**src/rtl/lcd_pkg.sv**
```systemverilog
package lcd_pkg;

  localparam int LC_HDB3_LEN = 4;
  localparam int LC_B8ZS_LEN = 8;

  typedef enum logic [1:0] {
    LC_AMI  = 2'b00,
    LC_HDB3 = 2'b01,
    LC_B8ZS = 2'b10,
    LC_RSVD = 2'b11
  } lc_mode_e;

  // one bit time in the window: raw rails, decoded mark, violation tag
  typedef struct packed {
    logic rp;
    logic rn;
    logic dat;
    logic viol;
  } lc_slot_t;

endpackage

```
**src/rtl/lcd_polarity.sv**
```systemverilog
module lcd_polarity
  import lcd_pkg::*;
(
  input  logic     clk,
  input  logic     rst_n,
  input  logic     en_i,
  input  logic     pos_i,
  input  logic     neg_i,
  output lc_slot_t slot_o
);

  logic last_q, last_d;
  logic seen_q, seen_d;
  logic mark;

  assign mark = pos_i | neg_i;

  always_comb begin
    slot_o.rp   = pos_i;
    slot_o.rn   = neg_i;
    slot_o.dat  = mark;
    slot_o.viol = mark & seen_q & (pos_i == last_q);
  end

  always_comb begin
    last_d = last_q;
    seen_d = seen_q;
    if (en_i && mark) begin
      last_d = pos_i;
      seen_d = 1'b1;
    end
  end

  always_ff @(posedge clk or negedge rst_n) begin
    if (!rst_n) begin
      last_q <= 1'b0;
      seen_q <= 1'b0;
    end else begin
      last_q <= last_d;
      seen_q <= seen_d;
    end
  end

  // the remembered polarity is that of the latest accepted mark
  a_r2_pol_memory: assert property (@(posedge clk) disable iff (!rst_n)
    (en_i && (pos_i ^ neg_i)) |=> (last_q == $past(pos_i)));

endmodule

```
**src/rtl/lcd_window.sv**
```systemverilog
module lcd_window
  import lcd_pkg::*;
(
  input  logic     clk,
  input  logic     rst_n,
  input  logic     en_i,
  input  lc_mode_e mode_i,
  input  lc_slot_t slot_i,
  output lc_slot_t exit_o
);

  localparam int DEPTH = LC_B8ZS_LEN;

  lc_slot_t [DEPTH-1:0] win_q, win_d, shf;
  logic [DEPTH-1:0] dat_vec;
  logic hit_h, hit_b, clr_h, clr_b;

  assign shf[0] = slot_i;
  generate
    for (genvar i = 1; i < DEPTH; i++) begin : g_shf
      assign shf[i] = win_q[i-1];
    end
    for (genvar i = 0; i < DEPTH; i++) begin : g_dat
      assign dat_vec[i] = win_q[i].dat;
    end
  endgenerate

  // 000V or B00V: newest is V, two spaces before it, oldest is a space or a legal mark
  assign hit_h = shf[0].viol & ~shf[1].dat & ~shf[2].dat & ~shf[3].viol;

  // 000VB0VB, newest symbol in slot 0
  assign hit_b = shf[0].dat & ~shf[0].viol & shf[1].viol & ~shf[2].dat
               & shf[3].dat & ~shf[3].viol & shf[4].viol
               & ~shf[5].dat & ~shf[6].dat & ~shf[7].dat;

  assign clr_h = en_i & (mode_i == LC_HDB3) & hit_h;
  assign clr_b = en_i & (mode_i == LC_B8ZS) & hit_b;

  always_comb begin
    win_d = win_q;
    if (en_i) begin
      for (int i = 0; i < DEPTH; i++) begin
        win_d[i] = shf[i];
        if ((clr_h && i < LC_HDB3_LEN) || (clr_b && i < LC_B8ZS_LEN)) begin
          win_d[i].dat  = 1'b0;
          win_d[i].viol = 1'b0;
        end
      end
    end
  end

  assign exit_o = (mode_i == LC_B8ZS) ? win_q[LC_B8ZS_LEN-1] : win_q[LC_HDB3_LEN-1];

  always_ff @(posedge clk or negedge rst_n) begin
    if (!rst_n) begin
      win_q <= '0;
    end else begin
      win_q <= win_d;
    end
  end

  // a recognised HDB3 word leaves no marks in its four slots
  a_r3_hdb3_restore: assert property (@(posedge clk) disable iff (!rst_n)
    clr_h |=> (dat_vec[LC_HDB3_LEN-1:0] == '0));

  // a recognised B8ZS word leaves no marks in its eight slots
  a_r5_b8zs_restore: assert property (@(posedge clk) disable iff (!rst_n)
    clr_b |=> (dat_vec[LC_B8ZS_LEN-1:0] == '0));

endmodule

```
**src/rtl/lcd_outfmt.sv**
```systemverilog
module lcd_outfmt
  import lcd_pkg::*;
(
  input  logic     clk,
  input  logic     rst_n,
  input  logic     en_i,
  input  logic     dual_i,
  input  lc_slot_t exit_i,
  output logic     pos_o,
  output logic     neg_o,
  output logic     cv_o
);

  logic pos_d, neg_d, cv_d;

  always_comb begin
    pos_d = pos_o;
    neg_d = neg_o;
    cv_d  = 1'b0;
    if (en_i) begin
      pos_d = dual_i ? exit_i.rp : exit_i.dat;
      neg_d = dual_i ? exit_i.rn : 1'b0;
      cv_d  = exit_i.viol;
    end
  end

  always_ff @(posedge clk or negedge rst_n) begin
    if (!rst_n) begin
      pos_o <= 1'b0;
      neg_o <= 1'b0;
      cv_o  <= 1'b0;
    end else begin
      pos_o <= pos_d;
      neg_o <= neg_d;
      cv_o  <= cv_d;
    end
  end

  // no enable, no output movement
  a_r8_hold: assert property (@(posedge clk) disable iff (!rst_n)
    !en_i |=> ($stable(pos_o) && $stable(neg_o) && !cv_o));

  // strobe only follows an enable
  a_r6_cv_strobe: assert property (@(posedge clk) disable iff (!rst_n)
    cv_o |-> $past(en_i));

  // unmatched violation comes out as a 1 with the strobe
  a_r6_cv_is_one: assert property (@(posedge clk) disable iff (!rst_n)
    (en_i && !dual_i && exit_i.viol) |=> (cv_o && pos_o));

  // single rail keeps the negative output quiet
  a_r7_single_neg: assert property (@(posedge clk) disable iff (!rst_n)
    (en_i && !dual_i) |=> !neg_o);

endmodule

```
**src/rtl/lcd_bipolar_decoder.sv**
```systemverilog
module lcd_bipolar_decoder
  import lcd_pkg::*;
(
  input  logic       clk,
  input  logic       rst_n,
  input  logic       bit_en,
  input  logic       rx_pos,
  input  logic       rx_neg,
  input  logic [1:0] code_sel,
  input  logic       dual_out,
  output logic       dout_pos,
  output logic       dout_neg,
  output logic       code_viol
);

  logic     rst_meta_q, rst_sync_q;
  lc_slot_t in_slot, exit_slot;
  lc_mode_e mode;

  assign mode = lc_mode_e'(code_sel);

  always_ff @(posedge clk or negedge rst_n) begin
    if (!rst_n) begin
      rst_meta_q <= 1'b0;
      rst_sync_q <= 1'b0;
    end else begin
      rst_meta_q <= 1'b1;
      rst_sync_q <= rst_meta_q;
    end
  end

  lcd_polarity u_pol (
    .clk    (clk),
    .rst_n  (rst_sync_q),
    .en_i   (bit_en),
    .pos_i  (rx_pos),
    .neg_i  (rx_neg),
    .slot_o (in_slot)
  );

  lcd_window u_win (
    .clk    (clk),
    .rst_n  (rst_sync_q),
    .en_i   (bit_en),
    .mode_i (mode),
    .slot_i (in_slot),
    .exit_o (exit_slot)
  );

  lcd_outfmt u_out (
    .clk    (clk),
    .rst_n  (rst_sync_q),
    .en_i   (bit_en),
    .dual_i (dual_out),
    .exit_i (exit_slot),
    .pos_o  (dout_pos),
    .neg_o  (dout_neg),
    .cv_o   (code_viol)
  );

endmodule

```
**config.mk**
```make
export PLATFORM = sky130hd
export DESIGN_NAME = lcd_bipolar_decoder
export DESIGN_NICKNAME = d
export VERILOG_FILES = /design/src/rtl/lcd_pkg.sv /design/src/rtl/lcd_polarity.sv /design/src/rtl/lcd_window.sv /design/src/rtl/lcd_outfmt.sv /design/src/rtl/lcd_bipolar_decoder.sv
export SDC_FILE = /design/constraint.sdc
export NUM_CORES = 1
export LEC_CHECK = 0
export BUFFER_PORTS_ARGS = -buffer_cell sky130_fd_sc_hd__buf_2
export CORE_ASPECT_RATIO = 0.6
export CORE_MARGIN = 8
export CORE_UTILIZATION = 30
export CTS_CLUSTER_DIAMETER = 60
export CTS_CLUSTER_SIZE = 20
export DETAILED_ROUTE_END_ITERATION = 6
export SETUP_SLACK_MARGIN = 0.5
export SYNTH_ARGS = -nofsm -noshare
export SYNTH_HDL_FRONTEND = slang
export SYNTH_SLANG_ARGS = --single-unit
```
**constraint.sdc**
```tcl
create_clock -name clk -period 3.24 [get_ports clk]
set_input_delay 0.324 -clock clk [delete_from_list [all_inputs] [get_ports clk]]
set_output_delay 0.324 -clock clk [all_outputs]
set_load 0.005 [all_outputs]
```
After elaboration in Yosys (flattened, before gate mapping). Cells that the tools add are included.

Output and inout port bits: 3. Logic and storage cells: 82. Input port bits: 8. Flip-flop bits (word level): 39.

Reduce and logical (&&, ||, !) cells: 2. Bitwise gates (word level): 26. Equal/unequal tests: 3. Multiplexer cells: 12.

Operators by type and width (number): bitwise AND 1 bit (18); 2-to-1 mux 2 bit (8); NOT 1 bit (7); 2-to-1 mux 4 bit (1); 2-to-1 mux 1 bit (3); equality test 2 x 1 -> 1 bit, second input constant (1); equality test 2 bit, second input constant (1); equality test 1 bit (1); logical AND 1 bit (1); logical OR 1 bit (1); bitwise OR 1 bit (1).

Logic depth before layout (Yosys ltp).
Depth in word-level cells: 16. Depth in mapped cells: 5. Depth with buffers taken out: 4.

By module. From an unflattened synthesis, not the netlist that was laid out.

Cell total of the unflattened synthesis: 139. Area, all modules: 1687.9 sq um.

Modules (own cells, without submodules): lcd_window (sequential area each 800.8 sq um, area each 1402.6 sq um, instances 1, cells an instance 115); lcd_polarity (sequential area each 50.0 sq um, area each 117.6 sq um, instances 1, cells an instance 11); lcd_outfmt (sequential area each 75.1 sq um, area each 113.9 sq um, instances 1, cells an instance 10); lcd_bipolar_decoder (sequential area each 50.0 sq um, area each 53.8 sq um, instances 1, cells an instance 3).

Worst setup path before layout. Ideal clock, no wire load.

Path type: input -> register. Start: in code_sel[0]. End: reg u_out.pos_o. Setup time: 0.125 ns. Cell stages on the path: 3. Path slack: 1.796 ns. Path buffers: 0. Data required time: 3.115 ns. Arrival time: 1.320 ns. Cells stage by stage: and2b_4 mux4_2 mux2_2.

Cells in the longest elaborated chain, start to end: 3.

RTL lines: start, declared (line lcd_bipolar_decoder.sv:9) `input logic [1:0] code_sel,`; equality test 2 bit (line lcd_window.sv:52) `assign exit_o = (mode_i == LC_B8ZS) ? win_q[LC_B8ZS_LEN-1] : win_q[LC_HDB3_LEN-1];`; 2-to-1 mux 4 bit (line lcd_window.sv:52); 2-to-1 mux 1 bit (line lcd_outfmt.sv:21) `pos_d = dual_i ? exit_i.rp : exit_i.dat;`; end signal, assigned (line lcd_outfmt.sv:33) `pos_o <= pos_d;`; end, declared (line lcd_outfmt.sv:9) `output logic pos_o,`.

Every way passes these cells. A chain may end at the register's enable or synchronous reset.

Worst setup path after layout.
Start: reg u_win.win_q (netlist bit u_win.dat_vec[4]). End: reg u_win.win_q (netlist bit u_win.dat_vec[0]).

Cells in the longest elaborated chain, start to end: 7.

RTL lines: start, declared (line lcd_window.sv:14) `lc_slot_t [DEPTH-1:0] win_q, win_d, shf;`; start signal, assigned (line lcd_window.sv:58) `win_q <= win_d;`; NOT 1 bit (line lcd_window.sv:34) `& ~shf[5].dat & ~shf[6].dat & ~shf[7].dat;`; bitwise AND 1 bit (3 in series) (line lcd_window.sv:34); bitwise AND 1 bit (line lcd_window.sv:37) `assign clr_b = en_i & (mode_i == LC_B8ZS) & hit_b;`; logical OR 1 bit (line lcd_window.sv:44) `if ((clr_h && i < LC_HDB3_LEN) || (clr_b && i < LC_B8ZS_LEN)) begin`; 2-to-1 mux 2 bit (line lcd_window.sv:44).

Every way passes these cells.

==> results by group <==
CTS
  • Root buffer cell: clkbuf_8
  • Longest Clk Path Bufs: 2
  • Clk_lat worst skew: 0.29 ns
  • Clock transition at path regs: 0.08 ns
  • H-tree depth: 2
  • Setup Fix Bufs, Post-CTS: 0
  • TritonCTS sink count: 39
  • CTS tree: built
  • Num CTS Buffers: 5

STA
  • RSZ-0062 raised after global routing: no
  • Clk_skew: 0.0107 ns
  • Setup violations, final: 0
  • TNS Setup: 0 ns
  • Final Critical Period: 1.53 ns
  • Max Slew Vio Count: 0
  • Hold Fails Final Rpt: 0
  • Final Cycle Share: 0.473
  • FMAX: about 650 MHz

Global routing
  • GRT overflow: 0
  • GRT Total Usage: 0.0742
  • Pin count of the biggest net entering global routing: 38
  • Vias in the first global route: 946
  • First-pass GRT wire length: 4770 µm
  • Initial antenna violation count: 0

Placement
  • PortBufs: 10
  • RePlAce Congestion: 0.722
  • Hpwl dp: 1920 µm
  • Post-placement cell area: between 1500 and 2000 µm²
  • Cell count after placement: 190

Routing
  • # DRC: 0
  • Drt first pass iters: 4
  • Wire per inst: around 14 µm
  • Vias: 946
  • Vias per cell: 4.75
  • Detailed Route WL: between 2000 and 3000 µm
  • Drt initial violations: between 40 and 50
  • Number of nets with antenna violations after routing: 0

Floorplan
  • Die Height: approximately 73 µm
  • Row cnt: 20
  • Die area: roughly 8200 µm²
  • Initial cell density of the core: 0.318
  • Core area: around 5200 µm²
  • Die X-Extent: 111 µm
  • Io pins: 11

Pwr
  • Power Dens Cells: 662 nW/µm²
  • Peak supply drop: 0.270 mV
  • Leakage: 0.000802 µW

Synthesis
  • Most common cell in the netlist: dfrtp_1
  • Register area share after synthesis: 0.595
  • Mean post-synth cell area: 14.0 µm²
  • Post-Syn Nets: 125
  • Cell count after synthesis: around 120
  • Synth area leaders: dfrtp_1 59%, mux2_2 15%, mux2i_1 4.3%
  • Ys flop type: dfrtp_1
  • Post-synthesis register bit count: 39
  • Post-synthesis async set-or-reset flop share: 1.00
  • Post-Syn Area: between 1500 and 2000 µm²
  • Commonest cells post-synth: 39 x dfrtp_1, 22 x mux2_2, 10 x nor2_1, 7 x mux2i_1, 5 x nand2_1
  • Area leader, netlist: dfrtp_1
  • Top-area cell type share of the netlist area: 0.595
  • YS warnings: 0
  • Post-synth EDFFs: 0
  • Synth cell types: 28

Layout
  • Multi-input logic area: 626 µm²
  • Share of layout cells above drive strength 1: 0.391
  • Post-route cell area: roughly 1900 µm²
  • Fillers: 506
  • Seq. cell area: 976 µm²
  • Cell Count, Final, Fillers Out: 199
  • Area grow syn2layout: 12.8%
  • Nets: between 100 and 150
  • Antenna diodes: 0
  • Utilization after layout: 0.359

Setup path
  • Crit Path Class: reg -> reg
  • Reg2Reg Depth: 4
  • CP startpoint kind: flop
  • Critical path, cell by cell: nor4b_2, and4_4, a221oi_4, a221o_1
  • Type of destination of the critical path: flop
  • Max stage delay on crit path: between 0.4 and 0.5 ns
  • FF-to-FF End: u_win.dat_vec[0]
  • R2R Path Start: u_win.dat_vec[4]
  • Critical-path top delay cell: dfrtp_1
  • WP data arrival: 1.71 ns
  • R2R Setup Slk: 1.71 ns
  • Critical path data required time: 3.42 ns
  • Critical path fanouts, max: 4

Outcome
  • Status: finished, final reports clean

Hold path
  • HP Class: reg -> async

Job
  • Max-Cap Viols: 0
[sequential cells by signal (all words and copies together) (netlist names)]
register,count
u_pol.last_q,1
u_pol.seen_q,1
rst_sync_q,1
u_out.cv_o,1
u_win.dat_vec,8
rst_meta_q,1
u_out.neg_o,1
u_win.win_q,3
u_out.pos_o,1
u_win.shf,21
[per-stage QoR]
step	setup slack (ns)	hold slack, ns	total power, µW
after floorplan	1.80	0.0284	850
after global placement	1.60	0.109	904
after detailed placement	1.51	0.115	921
after CTS	1.69	0.289	1240
after global routing	1.63	0.298	1310
final	1.71	0.284	1220
[timing repair]
action | CTS | global route
hold buffers | 1 | 0
endpoints found under the hold margin | 2 | 0
gates resized for setup | 0 | 0
[metal layers]
layer / up-vias / wire (µm) / GRT usage
met5: - / 0 / 0
met4: 0 / 26 / 0.0264
met3: 5 / 123 / 0.0293
met2: 13 / 1200 / 0.107
met1: 483 / 1430 / 0.0975
li1: 445 / - / -
[worst max-delay path: cells and delay by family, from the launching register on]
family	cells	cell delay (ns)
and+or+nand+nor	2	0.59
AOI/OAI and AO/OA	2	0.43
DFF	1	0.41
[how the worst max path moves through the flow]
| stage | startpoint | endpoint | cells past startpoint | slack [ns] |
|---|---|---|---|---|
| floorplan | code_sel[0] | u_out.pos_o | 3 | 1.80 |
| global placement | bit_en | u_win.dat_vec[3] | 4 | 1.60 |
| detailed placement | bit_en | u_win.shf[8] | 4 | 1.51 |
| CTS | u_win.dat_vec[4] | u_win.dat_vec[1] | 4 | 1.69 |
| global route | u_win.dat_vec[4] | u_win.dat_vec[0] | 4 | 1.63 |
| finish | u_win.dat_vec[4] | u_win.dat_vec[0] | 4 | 1.71 |
[cells by family (layout without fill, tap and decap cells)]
group,count (synthesis),after routing,synth area share
AOI/OAI and AO/OA,13,13,0.0740
muxes,30,30,0.207
buffers and inverters,7,23,0.0236
and+or+nand+nor,27,27,0.0976
other,1,1,0.00229
DFF,39,39,0.595
[placed cells by master (no fill, tap or decap), drive strengths merged, types with 4 or more instances in the layout]
cell type,instances
dfrtp,39
mux2,22
buf,12
clkinv,4
nand2,5
nor2,10
mux2i,7
clkbuf,5
[area by class of cell]
cell class	instances	area share
inverter	2	0.00406
clock inverter	3	0.00811
clock buffer	5	0.0372
sequential	39	0.527
multi-input combinational	71	0.338
timing repair buffer	13	0.0406
tap	66	0.0446
[power breakdown]
part | switching, µW | internal [µW]
clock | 170 | 147
sequential | 82.0 | 616
combinational | 84.5 | 125
(Power assumes the default switching activity.)
